File: src/rtl/pis_pkg.sv
package pis_pkg;

    typedef enum logic [1:0] {
        E_CMD  = 2'd0,
        E_DATA = 2'd1,
        E_WAIT = 2'd2,
        E_END  = 2'd3
    } ekind_t;

    typedef struct packed {
        ekind_t      kind;
        logic [15:0] arg;
    } entry_t;

    localparam int SCRIPT_LEN = 11;

    function automatic entry_t script_at(input int unsigned i);
        entry_t e;
        case (i)
            0:       e = '{kind: E_CMD,  arg: 16'h0001};
            1:       e = '{kind: E_WAIT, arg: 16'd10};
            2:       e = '{kind: E_CMD,  arg: 16'h003A};
            3:       e = '{kind: E_DATA, arg: 16'h0055};
            4:       e = '{kind: E_CMD,  arg: 16'h0036};
            5:       e = '{kind: E_DATA, arg: 16'h0008};
            6:       e = '{kind: E_CMD,  arg: 16'h0011};
            7:       e = '{kind: E_WAIT, arg: 16'd100};
            8:       e = '{kind: E_CMD,  arg: 16'h0029};
            9:       e = '{kind: E_WAIT, arg: 16'd100};
            default: e = '{kind: E_END,  arg: 16'h0000};
        endcase
        return e;
    endfunction

endpackage

File: src/rtl/pis_script_rom.sv
module pis_script_rom
    import pis_pkg::*;
#(
    parameter int IDX_W = 4
) (
    input  logic [IDX_W-1:0] idx,
    output entry_t           entry
);
    always_comb entry = script_at(int'(idx));
endmodule

File: src/rtl/pis_ms_tick.sv
module pis_ms_tick #(
    parameter int CYC_PER_MS = 100000
) (
    input  logic clk,
    input  logic rst_n,
    input  logic clr,
    output logic tick
);
    localparam int CW = (CYC_PER_MS > 1) ? $clog2(CYC_PER_MS) : 1;
    localparam logic [CW-1:0] LAST = CW'(CYC_PER_MS - 1);

    logic [CW-1:0] cnt;

    assign tick = (cnt == LAST);

    always_ff @(posedge clk or negedge rst_n) begin
        if (!rst_n)      cnt <= '0;
        else if (clr)    cnt <= '0;
        else if (tick)   cnt <= '0;
        else             cnt <= cnt + 1'b1;
    end
endmodule

File: src/rtl/pis_spi_tx.sv
module pis_spi_tx #(
    parameter int HALF_DIV = 4,
    parameter int BYTE_W   = 8
) (
    input  logic              clk,
    input  logic              rst_n,
    input  logic              start,
    input  logic [BYTE_W-1:0] din,
    output logic              fin,
    output logic              sck,
    output logic              mosi,
    output logic              cs_n
);
    localparam int HW       = (HALF_DIV > 1) ? $clog2(HALF_DIV) : 1;
    localparam logic [HW-1:0] HLAST = HW'(HALF_DIV - 1);
    localparam int LAST_EDGE = 2 * BYTE_W;      // final falling edge slot
    localparam int CS_UP     = LAST_EDGE + 1;   // chip select release slot
    localparam int SLOT_END  = CS_UP + 3;       // one full sck period of gap
    localparam int SW        = $clog2(SLOT_END + 1);

    logic              busy;
    logic [SW-1:0]     slot;
    logic [SW-1:0]     nxt;
    logic [HW-1:0]     hc;
    logic [BYTE_W-1:0] sh;

    assign nxt = slot + 1'b1;

    always_ff @(posedge clk or negedge rst_n) begin
        if (!rst_n) begin
            busy <= 1'b0;
            slot <= '0;
            hc   <= '0;
            sh   <= '0;
            sck  <= 1'b0;
            mosi <= 1'b0;
            cs_n <= 1'b1;
            fin  <= 1'b0;
        end else begin
            fin <= 1'b0;
            if (!busy) begin
                if (start) begin
                    busy <= 1'b1;
                    slot <= '0;
                    hc   <= '0;
                    sh   <= din;
                    mosi <= din[BYTE_W-1];
                    cs_n <= 1'b0;
                    sck  <= 1'b0;
                end
            end else if (hc != HLAST) begin
                hc <= hc + 1'b1;
            end else begin
                hc   <= '0;
                slot <= nxt;
                if (int'(nxt) <= LAST_EDGE && nxt[0]) begin
                    sck <= 1'b1;
                end else if (int'(nxt) <= LAST_EDGE) begin
                    sck <= 1'b0;
                    if (int'(nxt) != LAST_EDGE) begin
                        sh   <= {sh[BYTE_W-2:0], 1'b0};
                        mosi <= sh[BYTE_W-2];
                    end
                end else if (int'(nxt) == CS_UP) begin
                    cs_n <= 1'b1;
                    mosi <= 1'b0;
                end else if (int'(nxt) == SLOT_END) begin
                    busy <= 1'b0;
                    fin  <= 1'b1;
                end
            end
        end
    end
endmodule

File: src/rtl/panel_init_seq.sv
module panel_init_seq
    import pis_pkg::*;
#(
    parameter int CLK_HZ      = 100_000_000,
    parameter int HALF_DIV    = 4,
    parameter int RST_LOW_MS  = 50,
    parameter int RST_WAIT_MS = 20
) (
    input  logic clk,
    input  logic rst_n,
    output logic sck,
    output logic mosi,
    output logic cs_n,
    output logic dc,
    output logic panel_rst_n,
    output logic done
);
    localparam int CYC_PER_MS = CLK_HZ / 1000;
    localparam int IDX_W      = $clog2(SCRIPT_LEN);

    typedef enum logic [2:0] {
        ST_PRST_LOW, ST_PRST_WAIT, ST_FETCH, ST_LAUNCH,
        ST_SHIFT, ST_PAUSE, ST_DONE
    } state_t;

    state_t           state, state_n;
    logic [IDX_W-1:0] idx;
    logic [15:0]      ms_left, ms_val;
    logic             load_ms, idx_inc, tx_start, tx_fin, tick;
    entry_t           entry;

    pis_script_rom #(.IDX_W(IDX_W)) u_rom (.idx(idx), .entry(entry));

    pis_ms_tick #(.CYC_PER_MS(CYC_PER_MS)) u_tick (
        .clk(clk), .rst_n(rst_n), .clr(load_ms), .tick(tick)
    );

    pis_spi_tx #(.HALF_DIV(HALF_DIV), .BYTE_W(8)) u_tx (
        .clk(clk), .rst_n(rst_n), .start(tx_start), .din(entry.arg[7:0]),
        .fin(tx_fin), .sck(sck), .mosi(mosi), .cs_n(cs_n)
    );

    always_comb begin
        state_n  = state;
        load_ms  = 1'b0;
        ms_val   = '0;
        idx_inc  = 1'b0;
        tx_start = 1'b0;
        unique case (state)
            ST_PRST_LOW: if (ms_left == '0) begin
                state_n = ST_PRST_WAIT;
                load_ms = 1'b1;
                ms_val  = 16'(RST_WAIT_MS);
            end
            ST_PRST_WAIT: if (ms_left == '0) state_n = ST_FETCH;
            ST_FETCH: begin
                unique case (entry.kind)
                    E_CMD, E_DATA: state_n = ST_LAUNCH;
                    E_WAIT: begin
                        state_n = ST_PAUSE;
                        load_ms = 1'b1;
                        ms_val  = entry.arg;
                    end
                    E_END: state_n = ST_DONE;
                endcase
            end
            ST_LAUNCH: begin
                tx_start = 1'b1;
                state_n  = ST_SHIFT;
            end
            ST_SHIFT: if (tx_fin) begin
                state_n = ST_FETCH;
                idx_inc = 1'b1;
            end
            ST_PAUSE: if (ms_left == '0) begin
                state_n = ST_FETCH;
                idx_inc = 1'b1;
            end
            ST_DONE: state_n = ST_DONE;
        endcase
    end

    // state register
    always_ff @(posedge clk or negedge rst_n) begin
        if (!rst_n) state <= ST_PRST_LOW;
        else        state <= state_n;
    end

    // script pointer and millisecond countdown
    always_ff @(posedge clk or negedge rst_n) begin
        if (!rst_n) begin
            ms_left <= 16'(RST_LOW_MS);
            idx     <= '0;
        end else begin
            if (load_ms)                     ms_left <= ms_val;
            else if (tick && ms_left != '0)  ms_left <= ms_left - 1'b1;
            if (idx_inc)                     idx <= idx + 1'b1;
        end
    end

    // registered outputs
    always_ff @(posedge clk or negedge rst_n) begin
        if (!rst_n) begin
            dc          <= 1'b0;
            panel_rst_n <= 1'b0;
            done        <= 1'b0;
        end else begin
            panel_rst_n <= (state_n != ST_PRST_LOW);
            done        <= (state_n == ST_DONE);
            if (state == ST_FETCH && (entry.kind == E_CMD || entry.kind == E_DATA))
                dc <= (entry.kind == E_DATA);
        end
    end
endmodule

File: config.mk
export PLATFORM = sky130hd
export DESIGN_NAME = panel_init_seq
export DESIGN_NICKNAME = d
export VERILOG_FILES = /design/src/rtl/pis_pkg.sv /design/src/rtl/pis_script_rom.sv /design/src/rtl/pis_ms_tick.sv /design/src/rtl/pis_spi_tx.sv /design/src/rtl/panel_init_seq.sv
export SDC_FILE = /design/constraint.sdc
export NUM_CORES = 1
export LEC_CHECK = 0
export BUFFER_PORTS_ARGS = -buffer_cell sky130_fd_sc_hd__buf_2
export CAP_MARGIN = 20
export CORE_ASPECT_RATIO = 2
export CORE_MARGIN = 4
export CORE_UTILIZATION = 35
export CTS_CLUSTER_DIAMETER = 30
export DETAILED_ROUTE_END_ITERATION = 7
export HOLD_SLACK_MARGIN = 0.1
export PLACE_DENSITY = 0.57
export SLEW_MARGIN = 20
export SYNTH_ARGS = -nofsm -noshare
export SYNTH_HDL_FRONTEND = slang
export SYNTH_SLANG_ARGS = --single-unit
File: constraint.sdc
create_clock -name clk -period 5.3 [get_ports clk]
set_input_delay 0.265 -clock clk [delete_from_list [all_inputs] [get_ports clk]]
set_output_delay 0.265 -clock clk [all_outputs]
set_load 0.01 [all_outputs]
==> results.txt <==
- The worst-case IR drop observed on VDD is 0.177 mV.
* Total congestion overflow: 0
* First-pass detailed-route iteration total: 4
- Setup Skew: 10.4 ps
- The congestion estimate from routability-driven global placement came to 0.878.
* Worst Setup End Kind: register
- The run finished with clean final reports.
* Net switching component of the power: 241 uW
- Via density per instance: 5.57
* Transition at the pin with the smallest max-transition slack: 800 ps
- For this design the static power due to leakage is 0.00173 uW.
- The internal portion of the total power is 844 uW.
- Routed WL: 8440 um
* Most common cell in the netlist: sky130_fd_sc_hd__dfrtp_1
- In this run the worst setup path terminates at idx[1].
- Category of the most critical setup path: reg2reg
* Top routing layer used: met4
- Clock tree from TritonCTS: built
- Arrival time at the worst endpoint: 3090 ps
* Source of the critical timing path: ms_left[0]
- ANT cells: 0
- From left edge to right edge, the die measures 80.1 um.
* Upper clock frequency limit: 347 MHz
* Switching part of the total: 0.222
- Clock tree root buffer cell: sky130_fd_sc_hd__clkbuf_16
- Detailed placer's ending HPWL: 6300 um
- The max-slew violation count came to 0.
- Count of endpoints failing setup in the final report: 0
- Setup repair after global routing left no endpoint under its margin.
- The clock passes through at most 2 buffers.
- Clock latency on the worst-skew pair, taken at its later pin, is 330 ps.
- Critical Path Start Type: register
- Num CTS Buffers: 9
* Data required, critical path: 5510 ps
- The share of synthesized area in the top cell type comes to 0.399.
- Number of global-route vias before repair: 3070
- Detailed-route wire length on metal 1: 3020 um
* Number of warnings issued by yosys: 0
* Area growth, synth to finish: 11.7%
* Full die area: 12200 um^2
- The initial utilization of the core area, before any placement, comes to 0.358.
- Placeable Area: 10100 um^2
* Commonest cells in the netlist: sky130_fd_sc_hd__dfrtp_1, sky130_fd_sc_hd__nor2_1, sky130_fd_sc_hd__nand2_1, sky130_fd_sc_hd__nand3_1, sky130_fd_sc_hd__o21ai_0
- After synthesis, the cell types taking the most area are sky130_fd_sc_hd__dfrtp_1, sky130_fd_sc_hd__nor2_1, sky130_fd_sc_hd__ha_1, sky130_fd_sc_hd__xnor2_1, sky130_fd_sc_hd__dfstp_2.
- For this run, the total global-route usage over all layers was measured as 0.151.
* Initial antenna violation count: 0
- Net Count, Synth: 398
- In the synthesized netlist, the number of instances is 384.
* Pwr Total: 1080 uW
* Sequential share of the synthesized area: 0.428
* Routed length per instance: 16.0 um
- Of the cells placed in the final design, the portion with a size suffix greater than 1 is 0.132.
* Mapped Area: 3640 um^2
- The synthesized design spends more area on one cell type than any other, namely sky130_fd_sc_hd__dfrtp_1.
- The placed instances occupy a cell area of 3760 um^2.
- Summing all non-filler instances in the final layout gives an area of 4060 um^2.
- Endpoints failing hold: 0
- Number of DRC markers after the initial detailed-route iteration: 153
- The layout has 1044 filler cells.
* Per-instance average area after synthesis: 9.47 um^2
- Max-cap viol count: 0
- Fraction of registers with async set/reset: 1.00
- Hold is met by 100 ps.
- Buffers placed on the I/O ports in this run total 7.
* NumNets Final: 403
* Synthesized flop and latch total: 62
* Count of different cell masters after synthesis: 74
- After clock tree synthesis, the clock-pin slew on the worst setup and hold paths is 60 ps.
* Share of power burned in registers: 0.437
* Final Critical Period: 2880 ps
- Share of power burned in combinational logic: 0.009
- In this run the register-to-register setup slack is 2420 ps.
- In this run the post-CTS setup repair buffer count came out at 0.
* Wire length of the first global-routing pass: 14600 um
- Summed over all failing endpoints, the final setup total negative slack is 0 ps.
* Top_reg_cell synth: sky130_fd_sc_hd__dfrtp_1
- Measured against its own limit, the worst slew margin works out to 0.467.
- Clk sinks: 62
- Worst min-delay path category: in2async
- Number of H-tree levels: 3
- Number of core rows: 52
- Number of flops mapped to enable cells by yosys: 0
- Measured in cells, the most critical reg-to-reg path has a length of 7.
- Summed over all nets, wire length on met2 after detailed routing comes to 4890 um.
- Once layout is complete, the utilization of the core stands at 0.400.
- The worst register-to-register path begins at ms_left[0].
- Once detail routing completed, the nets flagged for antenna violations numbered 0.
- The share of total power dissipated in the clock network is 0.554.
* Number of design rule violations left after detail routing: 0
- Largest net degree at the start of global routing: 63
- In this run the worst path has a maximum fanout of 11.
* Number of vias in the routed layout: 2949
* Routed met3 length: 227 um
* Die outline height: 152 um
- In this run the critical register-to-register path is captured at idx[1].
* Count of boundary I/O pins: 8
- CTS hold repair buffers: 0
- Post-CTS repair changed the size of 0 cells.
- Of the available clock period, the critical path in the final layout requires 0.544.
- For this design the ratio of total power to cell area is 267 nW/um^2.
-- critical path: stages (launching register included) --
cell	delay [ps]
sky130_fd_sc_hd__dfrtp_1	400
sky130_fd_sc_hd__inv_1	70
sky130_fd_sc_hd__ha_1	170
sky130_fd_sc_hd__or4b_2	670
sky130_fd_sc_hd__nor4_4	570
sky130_fd_sc_hd__mux2i_1	230
sky130_fd_sc_hd__nor3_2	300
sky130_fd_sc_hd__mux2_1	360
-- placed cells by master, fill, tap and decap left out, types with 3 or more instances in the layout --
cell / instances
sky130_fd_sc_hd__nand3_1: 21
sky130_fd_sc_hd__or3_2: 3
sky130_fd_sc_hd__dfrtp_1: 58
sky130_fd_sc_hd__inv_6: 3
sky130_fd_sc_hd__a31oi_1: 8
sky130_fd_sc_hd__and4_1: 7
sky130_fd_sc_hd__a21oi_1: 17
sky130_fd_sc_hd__clkbuf_16: 9
sky130_fd_sc_hd__xor2_1: 8
sky130_fd_sc_hd__o22ai_1: 4
sky130_fd_sc_hd__nand2b_1: 6
sky130_fd_sc_hd__o211ai_1: 3
sky130_fd_sc_hd__xnor2_1: 13
sky130_fd_sc_hd__nor3_1: 11
sky130_fd_sc_hd__dfstp_2: 4
sky130_fd_sc_hd__or4_1: 5
sky130_fd_sc_hd__a211oi_1: 3
sky130_fd_sc_hd__nand2_1: 26
sky130_fd_sc_hd__buf_2: 7
sky130_fd_sc_hd__or3_1: 5
sky130_fd_sc_hd__o31ai_1: 6
sky130_fd_sc_hd__o21ai_0: 21
sky130_fd_sc_hd__mux2i_1: 8
sky130_fd_sc_hd__nand4_1: 3
sky130_fd_sc_hd__nor2_1: 42
sky130_fd_sc_hd__ha_1: 12
sky130_fd_sc_hd__inv_1: 18
-- metal layers --
metal  track usage  up-vias
met4        0.0774        0
met2         0.284       65
met5             0        -
met3        0.0284       23
li1              -     1414
met1         0.151     1447
-- worst min-delay path by stage --
stage	startpoint	endpoint	slack, ps
after global placement	dc	dc	460
after global routing	rst_n	u_tx.slot[2]	180
after CTS	rst_n	u_tx.slot[2]	140
after floorplan	rst_n	dc	-30
final	rst_n	u_tx.slot[2]	100
after detailed placement	dc	dc	470
-- through the flow --
step | std cells | worst slack (ps)
2_1_floorplan | 384 | 2850
3_3_place_gp | 513 | 2520
3_5_place_dp | 513 | 2470
4_1_cts | 529 | 2440
5_1_grt | 529 | 2290
6_report | 529 | 2420
-- power groups by stage --
stage,sequential (uW),clock (uW),combinational (uW)
floorplan,482,0,0.000765
global placement,482,0,10.7
detailed placement,482,0,10.7
CTS,474,613,10.7
global route,473,634,11.9
finish,474,601,9.82
-- state kept, by name, summed over array words and instances, names as in the netlist --
name and cells:
u_tx.busy 1, u_tx.fin 1, u_tx.mosi 1, u_tick.cnt 17, u_tx.hc 2, ms_left 16
dc 1, idx 4, u_tx.cs_n 1, u_tx.slot 5, u_tx.sh 7, u_tx.sck 1
state 3, done 1, panel_rst_n 1
-- cell type report --
| class | instances | area (um^2) | share of cell area |
|---|---|---|---|
| Clock inverter | 7 | 80.1 | 0.0197 |
| Multi-Input combinational cell | 289 | 1920 | 0.472 |
| Clock buffer | 9 | 225 | 0.0555 |
| Tap cell | 135 | 169 | 0.0416 |
| Timing Repair Buffer | 8 | 42.5 | 0.0105 |
| Inverter | 19 | 71.3 | 0.0176 |
| Sequential cell | 62 | 1560 | 0.383 |
-- kinds of logic after synthesis --
group                    Yosys count  synth area share
AND/OR/NAND/NOR                  159             0.246
AO/OA/AOI/OAI                     86             0.158
flip-flops                        62             0.428
buffers and inverters             33            0.0447
XOR/XNOR                          21            0.0506
adder cells (fa/ha/maj)           12            0.0413
multiplexers                      11            0.0313
Note: power is estimated with default switching activity, not from simulation.
